==> src/rtl/alu4_pkg.sv <==
package alu4_pkg;
  localparam int OP_W = 4;
  localparam int CC_W = 4;

  typedef enum logic [OP_W-1:0] {
    OP_ADD  = 4'd0,
    OP_SUB  = 4'd1,
    OP_AND  = 4'd2,
    OP_OR   = 4'd3,
    OP_NOT  = 4'd4,
    OP_PASS = 4'd5
  } alu_op_e;

  // Condition codes, most significant first.
  typedef struct packed {
    logic neg;
    logic zero;
    logic ovf;
    logic cry;
  } cc_t;
endpackage

==> src/rtl/alu4_addsub.sv <==
module alu4_addsub #(
  parameter int W = 4
) (
  input  logic [W-1:0] a,
  input  logic [W-1:0] b,
  input  logic         sub,
  output logic [W-1:0] sum,
  output logic         cy_bw,
  output logic         ovf
);
  logic [W-1:0] b_eff;
  logic [W:0]   c;

  // Subtraction is A + ~B + 1: invert B and feed sub into the carry-in.
  assign b_eff = b ^ {W{sub}};
  assign c[0]  = sub;

  for (genvar i = 0; i < W; i++) begin : g_bit
    assign sum[i]   = a[i] ^ b_eff[i] ^ c[i];
    assign c[i+1]   = (a[i] & b_eff[i]) | (c[i] & (a[i] ^ b_eff[i]));
  end

  // A borrow is the absence of carry out during subtraction.
  assign cy_bw = c[W] ^ sub;
  // Signed overflow happens when the carries into and out of the sign bit disagree.
  assign ovf   = c[W] ^ c[W-1];
endmodule

==> src/rtl/alu4_logic.sv <==
module alu4_logic
  import alu4_pkg::*;
#(
  parameter int W = 4
) (
  input  alu_op_e      op,
  input  logic [W-1:0] a,
  input  logic [W-1:0] b,
  output logic [W-1:0] res
);
  always_comb begin
    case (op)
      OP_AND:  res = a & b;
      OP_OR:   res = a | b;
      OP_NOT:  res = ~a;
      OP_PASS: res = a;
      default: res = '0;  // arithmetic and unused codes
    endcase
  end
endmodule

==> src/rtl/alu4_flags.sv <==
module alu4_flags
  import alu4_pkg::*;
#(
  parameter int W = 4
) (
  input  logic [W-1:0] res,
  input  logic         arith,
  input  logic         v_in,
  input  logic         c_in,
  output cc_t          cc
);
  always_comb begin
    cc.neg  = res[W-1];
    cc.zero = ~|res;
    cc.ovf  = arith & v_in;
    cc.cry  = arith & c_in;
  end
endmodule

==> src/rtl/alu4_core.sv <==
module alu4_core
  import alu4_pkg::*;
#(
  parameter int ALU_W = 4
) (
  input  logic [ALU_W-1:0] rega,
  input  logic [ALU_W-1:0] regb,
  input  logic [OP_W-1:0]  controls,
  output logic [ALU_W-1:0] alu_out,
  output logic [CC_W-1:0]  ccr_out
);
  alu_op_e          op;
  logic             is_arith;
  logic             is_sub;
  logic [ALU_W-1:0] as_sum;
  logic             as_cy;
  logic             as_ovf;
  logic [ALU_W-1:0] lg_res;
  cc_t              cc;

  assign op       = alu_op_e'(controls);
  assign is_sub   = (op == OP_SUB);
  assign is_arith = (op == OP_ADD) || is_sub;

  alu4_addsub #(.W(ALU_W)) u_addsub (
    .a     (rega),
    .b     (regb),
    .sub   (is_sub),
    .sum   (as_sum),
    .cy_bw (as_cy),
    .ovf   (as_ovf)
  );

  alu4_logic #(.W(ALU_W)) u_logic (
    .op  (op),
    .a   (rega),
    .b   (regb),
    .res (lg_res)
  );

  assign alu_out = is_arith ? as_sum : lg_res;

  alu4_flags #(.W(ALU_W)) u_flags (
    .res   (alu_out),
    .arith (is_arith),
    .v_in  (as_ovf),
    .c_in  (as_cy),
    .cc    (cc)
  );

  assign ccr_out = cc;
endmodule

==> config.mk <==
export PLATFORM = sky130hd
export DESIGN_NAME = alu4_core
export DESIGN_NICKNAME = d
export VERILOG_FILES = /design/src/rtl/alu4_pkg.sv /design/src/rtl/alu4_addsub.sv /design/src/rtl/alu4_logic.sv /design/src/rtl/alu4_flags.sv /design/src/rtl/alu4_core.sv
export SDC_FILE = /design/constraint.sdc
export NUM_CORES = 1
export LEC_CHECK = 0
export BUFFER_PORTS_ARGS = -buffer_cell sky130_fd_sc_hd__buf_2
export CORE_AREA = 2 2 39 41
export DETAILED_ROUTE_END_ITERATION = 8
export DIE_AREA = 0 0 41 43
export GPL_ROUTABILITY_DRIVEN = 0
export PLACE_DENSITY_LB_ADDON = 0.1
export SYNTH_ARGS = -nofsm -noshare
export SYNTH_HDL_FRONTEND = slang
export SYNTH_SLANG_ARGS = --single-unit
export TNS_END_PERCENT = 1
==> constraint.sdc <==
create_clock -name vclk -period 6.4
set_input_delay 0.96 -clock vclk [all_inputs]
set_output_delay 0.96 -clock vclk [all_outputs]
set_load 0.01 [all_outputs]
==> reports/metrics.yaml, run 1 <==
finish:
  diodes: 0
  n_clock_buffer: 0
  seq_cells: 0
  area.sequential_um2: 0
  area_growth_pct: 16.76
  drive_gt1_share_pct: 42.65
  finalNetCount: 87
  layout_commonest_cell: "buf_2"
  final_cell_mix: "buf_2 (20), nand2_1 (5), xnor2_1 (4)"
critical_path:
  critPathLaunchType: "input port"
  required_ps: 5440
  path_max_fanout: 13
  critical_path_class: "in -> out"
  cp-end-kind: "output pin"
  arrival_ps: 3800
grt:
  met3_usage_pct: 0
  antenna_found_initial: 0
  grt_util_met1_pct: 19.61
  busiest_layer: "met2"
  grt_max_degree: 14
  met2_usage_pct: 21.88
  grt_pass1_vias: 418
  grt-ovfl-total: 0
  grt_pass1_wl_mm: 1.738
  grt_use_total_pct: 13.15
power_and_ir_drop:
  power.leakage_uw: 0.0002357
  power_uw: 39.87
  vdd.ir_drop.worst_mv: 0.02735
  power_density_mw_per_mm2: 72.58
timing:
  fin_tns_setup_ps: 0
  fmax_mhz: 210.1
  post-route-period-util_pct: 74.36
  slew_headroom_pct: 76.81
  maxSlewViolCount: 0
  fin_crit_ps: 4759
  setup_viol: 0
  finalHoldViolCount: 0
  rsz0062_at_grt: "no"
  worst_pin_slew_ps: 346.3
synth:
  synthesis.area_um2: 470.5
  synthDistinctLibCells: 29
  synth_nets: 69
  yosys_warnings: 0
  syn_inst: 52
  ys_seq_area_share_pct: 0
  syn_avg_cell_area_um2: 9.047
floorplanning:
  dieWidth_um: 41
  rows: 14
  dieArea_mm2: 0.001763
  die_y_um: 43
  core-area_mm2: 0.001384
  io_pins: 20
  start_util_pct: 34.00
route:
  drc_errors: 0
  routed-via-count: 461
  wl_um: 997
  drtPass1Iterations: 4
  wl_per_cell_um: 11.87
  drtIter0Drc: 2
  ant_nets: 0
  viasPerCell: 5.488
min_path:
  hold_class: "in -> out"
run:
  max_cap_violations: 0
clock_tree:
  ctsHoldBuffers: 0
  cts_resized: 0
  cts_setup_buffers: 0
outcome:
  outcome: "finished clean"
place:
  dp_hpwl_um: 792.4
  port_buffers: 20
-- kinds of logic (layout without fill, tap and decap cells) --
family / Yosys count / after routing / synth area share [%]
AND/OR/NAND/NOR: 23 / 23 / 38.30
AO/OA/AOI/OAI: 11 / 11 / 20.21
XOR/XNOR: 7 / 7 / 13.03
buffers and inverters: 6 / 22 / 10.37
adder cells (fa/ha/maj): 5 / 5 / 18.08
-- worst paths after layout --
kind	cells after the start	to	from	slack [ps]
setup / recovery	11	ccr_out[2]	controls[1]	1640
hold / removal	3	alu_out[0]	controls[3]	2310
-- layer usage --
layer / wire [um] / share of wire, %
met1: 446 / 45
met2: 482 / 48
met3: 68 / 6.8
met4: 0 / 0
met5: 0 / 0
-- synthesized netlist by cell type --
master | count | area [um2]
nand4b_1 | 2 | 17.52
and4bb_2 | 1 | 12.51
nor4b_2 | 3 | 45.04
a31oi_1 | 1 | 6.260
a311o_1 | 1 | 10.01
nor4_2 | 1 | 12.51
ha_1 | 2 | 25.02
or2_1 | 2 | 12.51
fa_1 | 3 | 60.06
nor3_2 | 1 | 10.01
buf_4 | 1 | 7.510
a211oi_2 | 1 | 12.51
o211ai_2 | 1 | 12.51
and2b_1 | 1 | 7.510
and3b_1 | 1 | 8.760
and2_1 | 2 | 12.51
xnor2_1 | 4 | 35.03
nand2_1 | 5 | 18.77
nor2_1 | 2 | 7.510
o21ai_0 | 2 | 10.01
o211ai_1 | 1 | 7.510
buf_6 | 3 | 33.78
o21ai_1 | 1 | 5.000
nand3b_1 | 1 | 7.510
a31oi_4 | 1 | 21.27
a21oi_1 | 2 | 10.01
xor2_1 | 3 | 26.28
inv_1 | 2 | 7.510
nor3b_1 | 1 | 7.510
-- stage by stage --
step,utilization [%],cell area (um2),cells,hold WS (ps),worst slack (ps)
6_report,39.69,549.3,84,2308,1641
5_1_grt,39.69,549.3,84,2327,1362
4_1_cts,39.69,549.3,84,2305,1597
3_5_place_dp,39.69,549.3,84,2305,1612
3_3_place_gp,39.69,549.3,84,2307,1617
2_1_floorplan,-,470.5,52,1977,1910
-- critical path, stage by stage --
cell and delay [ps]:
buf_2 190, nor3_2 310, nand2_1 210, xnor2_1 190, fa_1 410, fa_1 430
fa_1 440, nand2_1 70, o211ai_1 160, nor4_2 260, buf_2 160
-- final cells by class --
class / instances / area, um2
Inverter: 2 / 7.507
Tap cell: 16 / 20.02
Fill cell: 150 / 834.6
Multi-Input combinational cell: 46 / 421.7
Timing Repair Buffer: 20 / 100.1
-- where the power goes --
group | switching (uW) | internal [uW] | total [uW]
sequential | 0 | 0 | 0
combinational | 21.8 | 18.1 | 39.9
clock | 0 | 0 | 0
total | 21.8 | 18.1 | 39.9
Power figures use the tool's default switching activity.
==> inputs of run 2 (changes only) <==
==> constraint.sdc (replaced) <==
create_clock -name vclk -period 4.8
set_input_delay 0.72 -clock vclk [all_inputs]
set_output_delay 0.72 -clock vclk [all_outputs]
set_load 0.01 [all_outputs]
==> run 2 against run 1 <==
  * Die area is the same
  * Final cell count is the same
  * First-iteration DRC count grew 50%
  * Worst hold slack lost 490 ps
  * Combinational power grew 33%
  * Clock-buffer cell count is the same
  * Core utilization is the same
  * Via count shrank 9.5%
  * Total power grew 33%
  * Flip-flop and latch count is the same
  * Critical path depth is the same
  * Critical endpoint unchanged
==> reports/metrics.yaml, run 2 (synthesized netlist as in run 1, its figures left out) <==
place:
  port_buffers: 20  # unchanged
  pre_cts_ws_ps: 501.6  # was 1612 ps
  dp_hpwl_um: 833  # was 792.4 um
finish:
  area.sequential_um2: 0  # unchanged
  n_fill_cell: 160  # was 150
  final_cell_mix: "buf_2 (20), nand2_1 (5), xnor2_1 (4)"  # unchanged
  area_growth_pct: 16.76  # unchanged
  finalNetCount: 87  # unchanged
  diodes: 0  # unchanged
  n_clock_buffer: 0  # unchanged
  drive_gt1_share_pct: 42.65  # unchanged
  multi_input_area_um2: 421.7  # unchanged
  layout_commonest_cell: "buf_2"  # unchanged
  seq_cells: 0  # unchanged
route:
  routed-via-count: 417  # was 461
  wl_per_cell_um: 11.73  # was 11.87 um
  wl_met1_um: 440  # was 446 um
  wl_met3_um: 71  # was 68 um
  drtPass1Iterations: 4  # unchanged
  drc_errors: 0  # unchanged
  ant_nets: 0  # unchanged
  viasPerCell: 4.964  # was 5.488
  wl_met2_um: 474  # was 482 um
  wl_um: 985  # was 997 um
  dr.max_layer_used: "met3"  # unchanged
  drtIter0Drc: 3  # was 2
timing:
  holdWs_ps: 1823  # was 2308 ps
  setup_ws_ps: 534.3  # was 1641 ps
  finalHoldViolCount: 0  # unchanged
  rsz0062_at_grt: "no"  # unchanged
  slew_headroom_pct: 76.63  # was 76.81%
  fin_crit_ps: 4266
  setup_viol: 0  # unchanged
  worst_pin_slew_ps: 349.7  # was 346.3 ps
  post-route-period-util_pct: 88.87
  fin_tns_setup_ps: 0  # unchanged
  fmax_mhz: 234.4
  maxSlewViolCount: 0  # unchanged
critical_path:
  path_max_fanout: 13  # unchanged
  required_ps: 4080  # was 5440 ps
  critical_path_class: "in -> out"  # unchanged
  cp-end-kind: "output pin"  # unchanged
  critPathLaunchType: "input port"  # unchanged
  arrival_ps: 3550  # was 3800 ps
floorplanning:
  start_util_pct: 34.00  # unchanged
  dieArea_mm2: 0.001763  # unchanged
  io_pins: 20  # unchanged
  core-area_mm2: 0.001384  # unchanged
  die_y_um: 43  # unchanged
  rows: 14  # unchanged
  dieWidth_um: 41  # unchanged
grt:
  grt_use_total_pct: 12.24  # was 13.15%
  grt_max_degree: 14  # unchanged
  grt_pass1_wl_mm: 1.573  # was 1.738 mm
  antenna_found_initial: 0  # unchanged
  grt-ovfl-total: 0  # unchanged
  grt_pass1_vias: 360  # was 418
clock_tree:
  cts_setup_buffers: 0  # unchanged
  ctsHoldBuffers: 0  # unchanged
  cts_resized: 0  # unchanged
power_and_ir_drop:
  vdd.ir_drop.worst_mv: 0.03552  # was 0.02735 mV
  power.leakage_uw: 0.0002357  # unchanged
  power_density_mw_per_mm2: 96.55  # was 72.58 mW/mm2
min_path:
  hold_class: "in -> out"  # unchanged
outcome:
  outcome: "finished clean"  # unchanged
run:
  max_cap_violations: 0  # unchanged
==> run 2: cell counts in the layout (fill, tap and decap cells not counted) <==
Identical to the previous run, type by type.
==> run 2: worst paths after layout <==
check | startpoint | to | slack [ps] | cells after the start
worst max-delay path | controls[1] | ccr_out[2] | 530 | 11
worst min-delay path | controls[3] | alu_out[0] | 1820 | 3
==> run 2: power breakdown <==
part	total [uW]	internal (uW)	switching [uW]
Sequential	0	0	0
Clock	0	0	0
Combinational	53.0	24.1	28.9
Total	53.0	24.1	28.9
==> run 2: layout make-up <==
type / instances / area share [%]
Tap cell: 16 / 3.645
Multi-Input combinational cell: 46 / 76.77
Timing Repair Buffer: 20 / 18.22
Inverter: 2 / 1.367
==> run 2: layer usage <==
metal / GRT usage, % / up-vias
met5: 0 / -
met4: 0 / 0
met3: 1.047 / 0
met2: 21.56 / 12
met1: 16.35 / 184
li1: - / 221
==> run 2: worst max-delay path, stage by stage <==
cell and delay, ps:
buf_2 180, nor3_2 320, nand2_1 210, xnor2_1 190, fa_1 410, fa_1 420
fa_1 440, nand2_1 70, o211ai_1 150, nor4_2 270, buf_2 170
==> run 2: metrics by stage <==
step | total power [uW] | utilization (%) | cells | instance area (um2)
floorplan | 38.07 | - | 52 | 470.5
global placement | 54.24 | 39.69 | 84 | 549.3
detailed placement | 54.07 | 39.69 | 84 | 549.3
CTS | 54.16 | 39.69 | 84 | 549.3
global route | 60.47 | 39.69 | 84 | 549.3
finish | 53.03 | 39.69 | 84 | 549.3
==> inputs of run 3 (changes only) <==
--- a/config.mk
+++ b/config.mk
@@ -6,6 +6,8 @@
 export NUM_CORES = 1
 export LEC_CHECK = 0
 export BUFFER_PORTS_ARGS = -buffer_cell sky130_fd_sc_hd__buf_2
+export CELL_PAD_IN_SITES_DETAIL_PLACEMENT = 1
+export CELL_PAD_IN_SITES_GLOBAL_PLACEMENT = 1
 export CORE_AREA = 2 2 39 41
 export DETAILED_ROUTE_END_ITERATION = 8
 export DIE_AREA = 0 0 41 43
==> run 3 against run 2 <==
  * Wire length increased by 7.0%
  * First-iteration DRC count decreased by 67%
  * Total power increased by 1.7%
  * Critical path depth unchanged
  * Core utilization unchanged
  * Global-route usage increased by 1.3 points
  * Die area unchanged
  * Clock-buffer cell count unchanged
  * Final cell count unchanged
  * Cell area unchanged
  * Largest cell class unchanged
  * Via count increased by 7.4%
==> reports/metrics.yaml, run 3 (synthesized netlist as in run 1, its figures left out) <==
timing:
  maxSlewViolCount: 0  # unchanged
  post-route-period-util_pct: 89.38  # was 88.87%
  worst_pin_slew_ps: 321.4  # was 349.7 ps
  setup_ws_ps: 509.6  # was 534.3 ps
  fin_crit_ps: 4290  # was 4266 ps
  setup_viol: 0  # unchanged
  fin_tns_setup_ps: 0  # unchanged
  rsz0062_at_grt: "no"  # unchanged
  finalHoldViolCount: 0  # unchanged
  fmax_mhz: 233.1  # was 234.4 MHz
  slew_headroom_pct: 78.52  # was 76.63%
floorplanning:
  core-area_mm2: 0.001384  # unchanged
  dieArea_mm2: 0.001763  # unchanged
  rows: 14  # unchanged
  dieWidth_um: 41  # unchanged
  io_pins: 20  # unchanged
  die_y_um: 43  # unchanged
  start_util_pct: 34.00  # unchanged
power_and_ir_drop:
  power.leakage_uw: 0.0002357  # unchanged
  power_density_mw_per_mm2: 98.21  # was 96.55 mW/mm2
  vdd.ir_drop.worst_mv: 0.02788  # was 0.03552 mV
route:
  drtIter0Drc: 1  # was 3
  routed-via-count: 448  # was 417
  wl_per_cell_um: 12.55  # was 11.73 um
  drc_errors: 0  # unchanged
  wl_mm: 1.054  # was 985 um
  ant_nets: 0  # unchanged
  viasPerCell: 5.333  # was 4.964
  drtPass1Iterations: 2  # was 4
grt:
  antenna_found_initial: 0  # unchanged
  grt_pass1_wl_mm: 1.752  # was 1.573 mm
  grt_max_degree: 14  # unchanged
  grt_pass1_vias: 437  # was 360
  grt_use_total_pct: 13.55  # was 12.24%
  grt-ovfl-total: 0  # unchanged
critical_path:
  critPathLaunch: "controls[1]"  # unchanged
  cp_slowest_cell: "fa_1"  # unchanged
  cpPeakStageDelay_ps: 440  # about the same
  cp-end-kind: "output pin"  # unchanged
  cp_common_cell: "fa_1"  # unchanged
  path_max_fanout: 13  # unchanged
  path_cells: "buf_2 > nor3_2 > nand2_1 > xnor2_1 > fa_1 > fa_1 > fa_1 > nand2_1 > o211ai_1 > nor4_2 > buf_2"  # unchanged
  required_ps: 4080  # about the same
  critical_path_class: "in -> out"  # unchanged
  critPathLaunchType: "input port"  # unchanged
  arrival_ps: 3570  # was 3550 ps
place:
  port_buffers: 20  # unchanged
  pre_cts_ws_ps: 474.5  # was 501.6 ps
  dp_hpwl_um: 894.1  # was 833 um
finish:
  drive_gt1_share_pct: 42.65  # unchanged
  area.sequential_um2: 0  # unchanged
  layout_commonest_cell: "buf_2"  # unchanged
  seq_cells: 0  # unchanged
  area_growth_pct: 16.76  # unchanged
  final_cell_mix: "buf_2 (20), nand2_1 (5), xnor2_1 (4)"  # unchanged
  diodes: 0  # unchanged
  n_clock_buffer: 0  # unchanged
  finalNetCount: 87  # unchanged
  n_fill_cell: 185  # was 160
min_path:
  hold_class: "in -> out"  # unchanged
  worstHoldStart: "controls[3]"  # unchanged
clock_tree:
  cts_resized: 0  # unchanged
  cts_setup_buffers: 0  # unchanged
  ctsHoldBuffers: 0  # unchanged
outcome:
  outcome: "finished clean"  # unchanged
run:
  max_cap_violations: 0  # unchanged
[run 3: worst max-delay path, delay by kind of cell]
| family | cells | cell delay [ps] |
|---|---|---|
| AO/OA/AOI/OAI | 1 | 130 |
| buffers and inverters | 2 | 350 |
| AND/OR/NAND/NOR | 4 | 880 |
| XOR/XNOR | 1 | 190 |
| adder cells (fa/ha/maj) | 3 | 1290 |
[run 3: report_power, final]
| group | total [uW] | internal [uW] | switching [uW] |
|---|---|---|---|
| clock network | 0 | 0 | 0 |
| logic | 53.9 | 24.5 | 29.5 |
| registers | 0 | 0 | 0 |
[run 3: stage by stage]
step | power, uW | hold slack (ps) | cells | util (%) | area (um2)
after floorplan | 38.07 | 1497 | 52 | - | 470.5
after global placement | 54.23 | 1824 | 84 | 39.69 | 549.3
after detailed placement | 54.79 | 1822 | 84 | 39.69 | 549.3
after CTS | 55.17 | 1822 | 84 | 39.69 | 549.3
after global routing | 60.98 | 1845 | 84 | 39.69 | 549.3
final | 53.95 | 1811 | 84 | 39.69 | 549.3
[run 3: worst paths after layout]
kind                    endpoint  slack (ps)  depth (start not counted)
worst max-delay path  ccr_out[2]         510                         11
worst min-delay path  alu_out[1]        1810                          3
[run 3: cell type report]
class                           count  area [um2]  share of cell area, %
Inverter                            2       7.507                  1.367
Multi-Input combinational cell     46       421.7                  76.77
Tap cell                           16       20.02                  3.645
Timing Repair Buffer               20       100.1                  18.22
[run 3: per-layer routing]
metal  track usage (%)  part of all wire (%)
met1             16.08                    43
met2             26.25                    51
met3            0.5236                   5.7
met4                 0                     0
met5                 0                     0
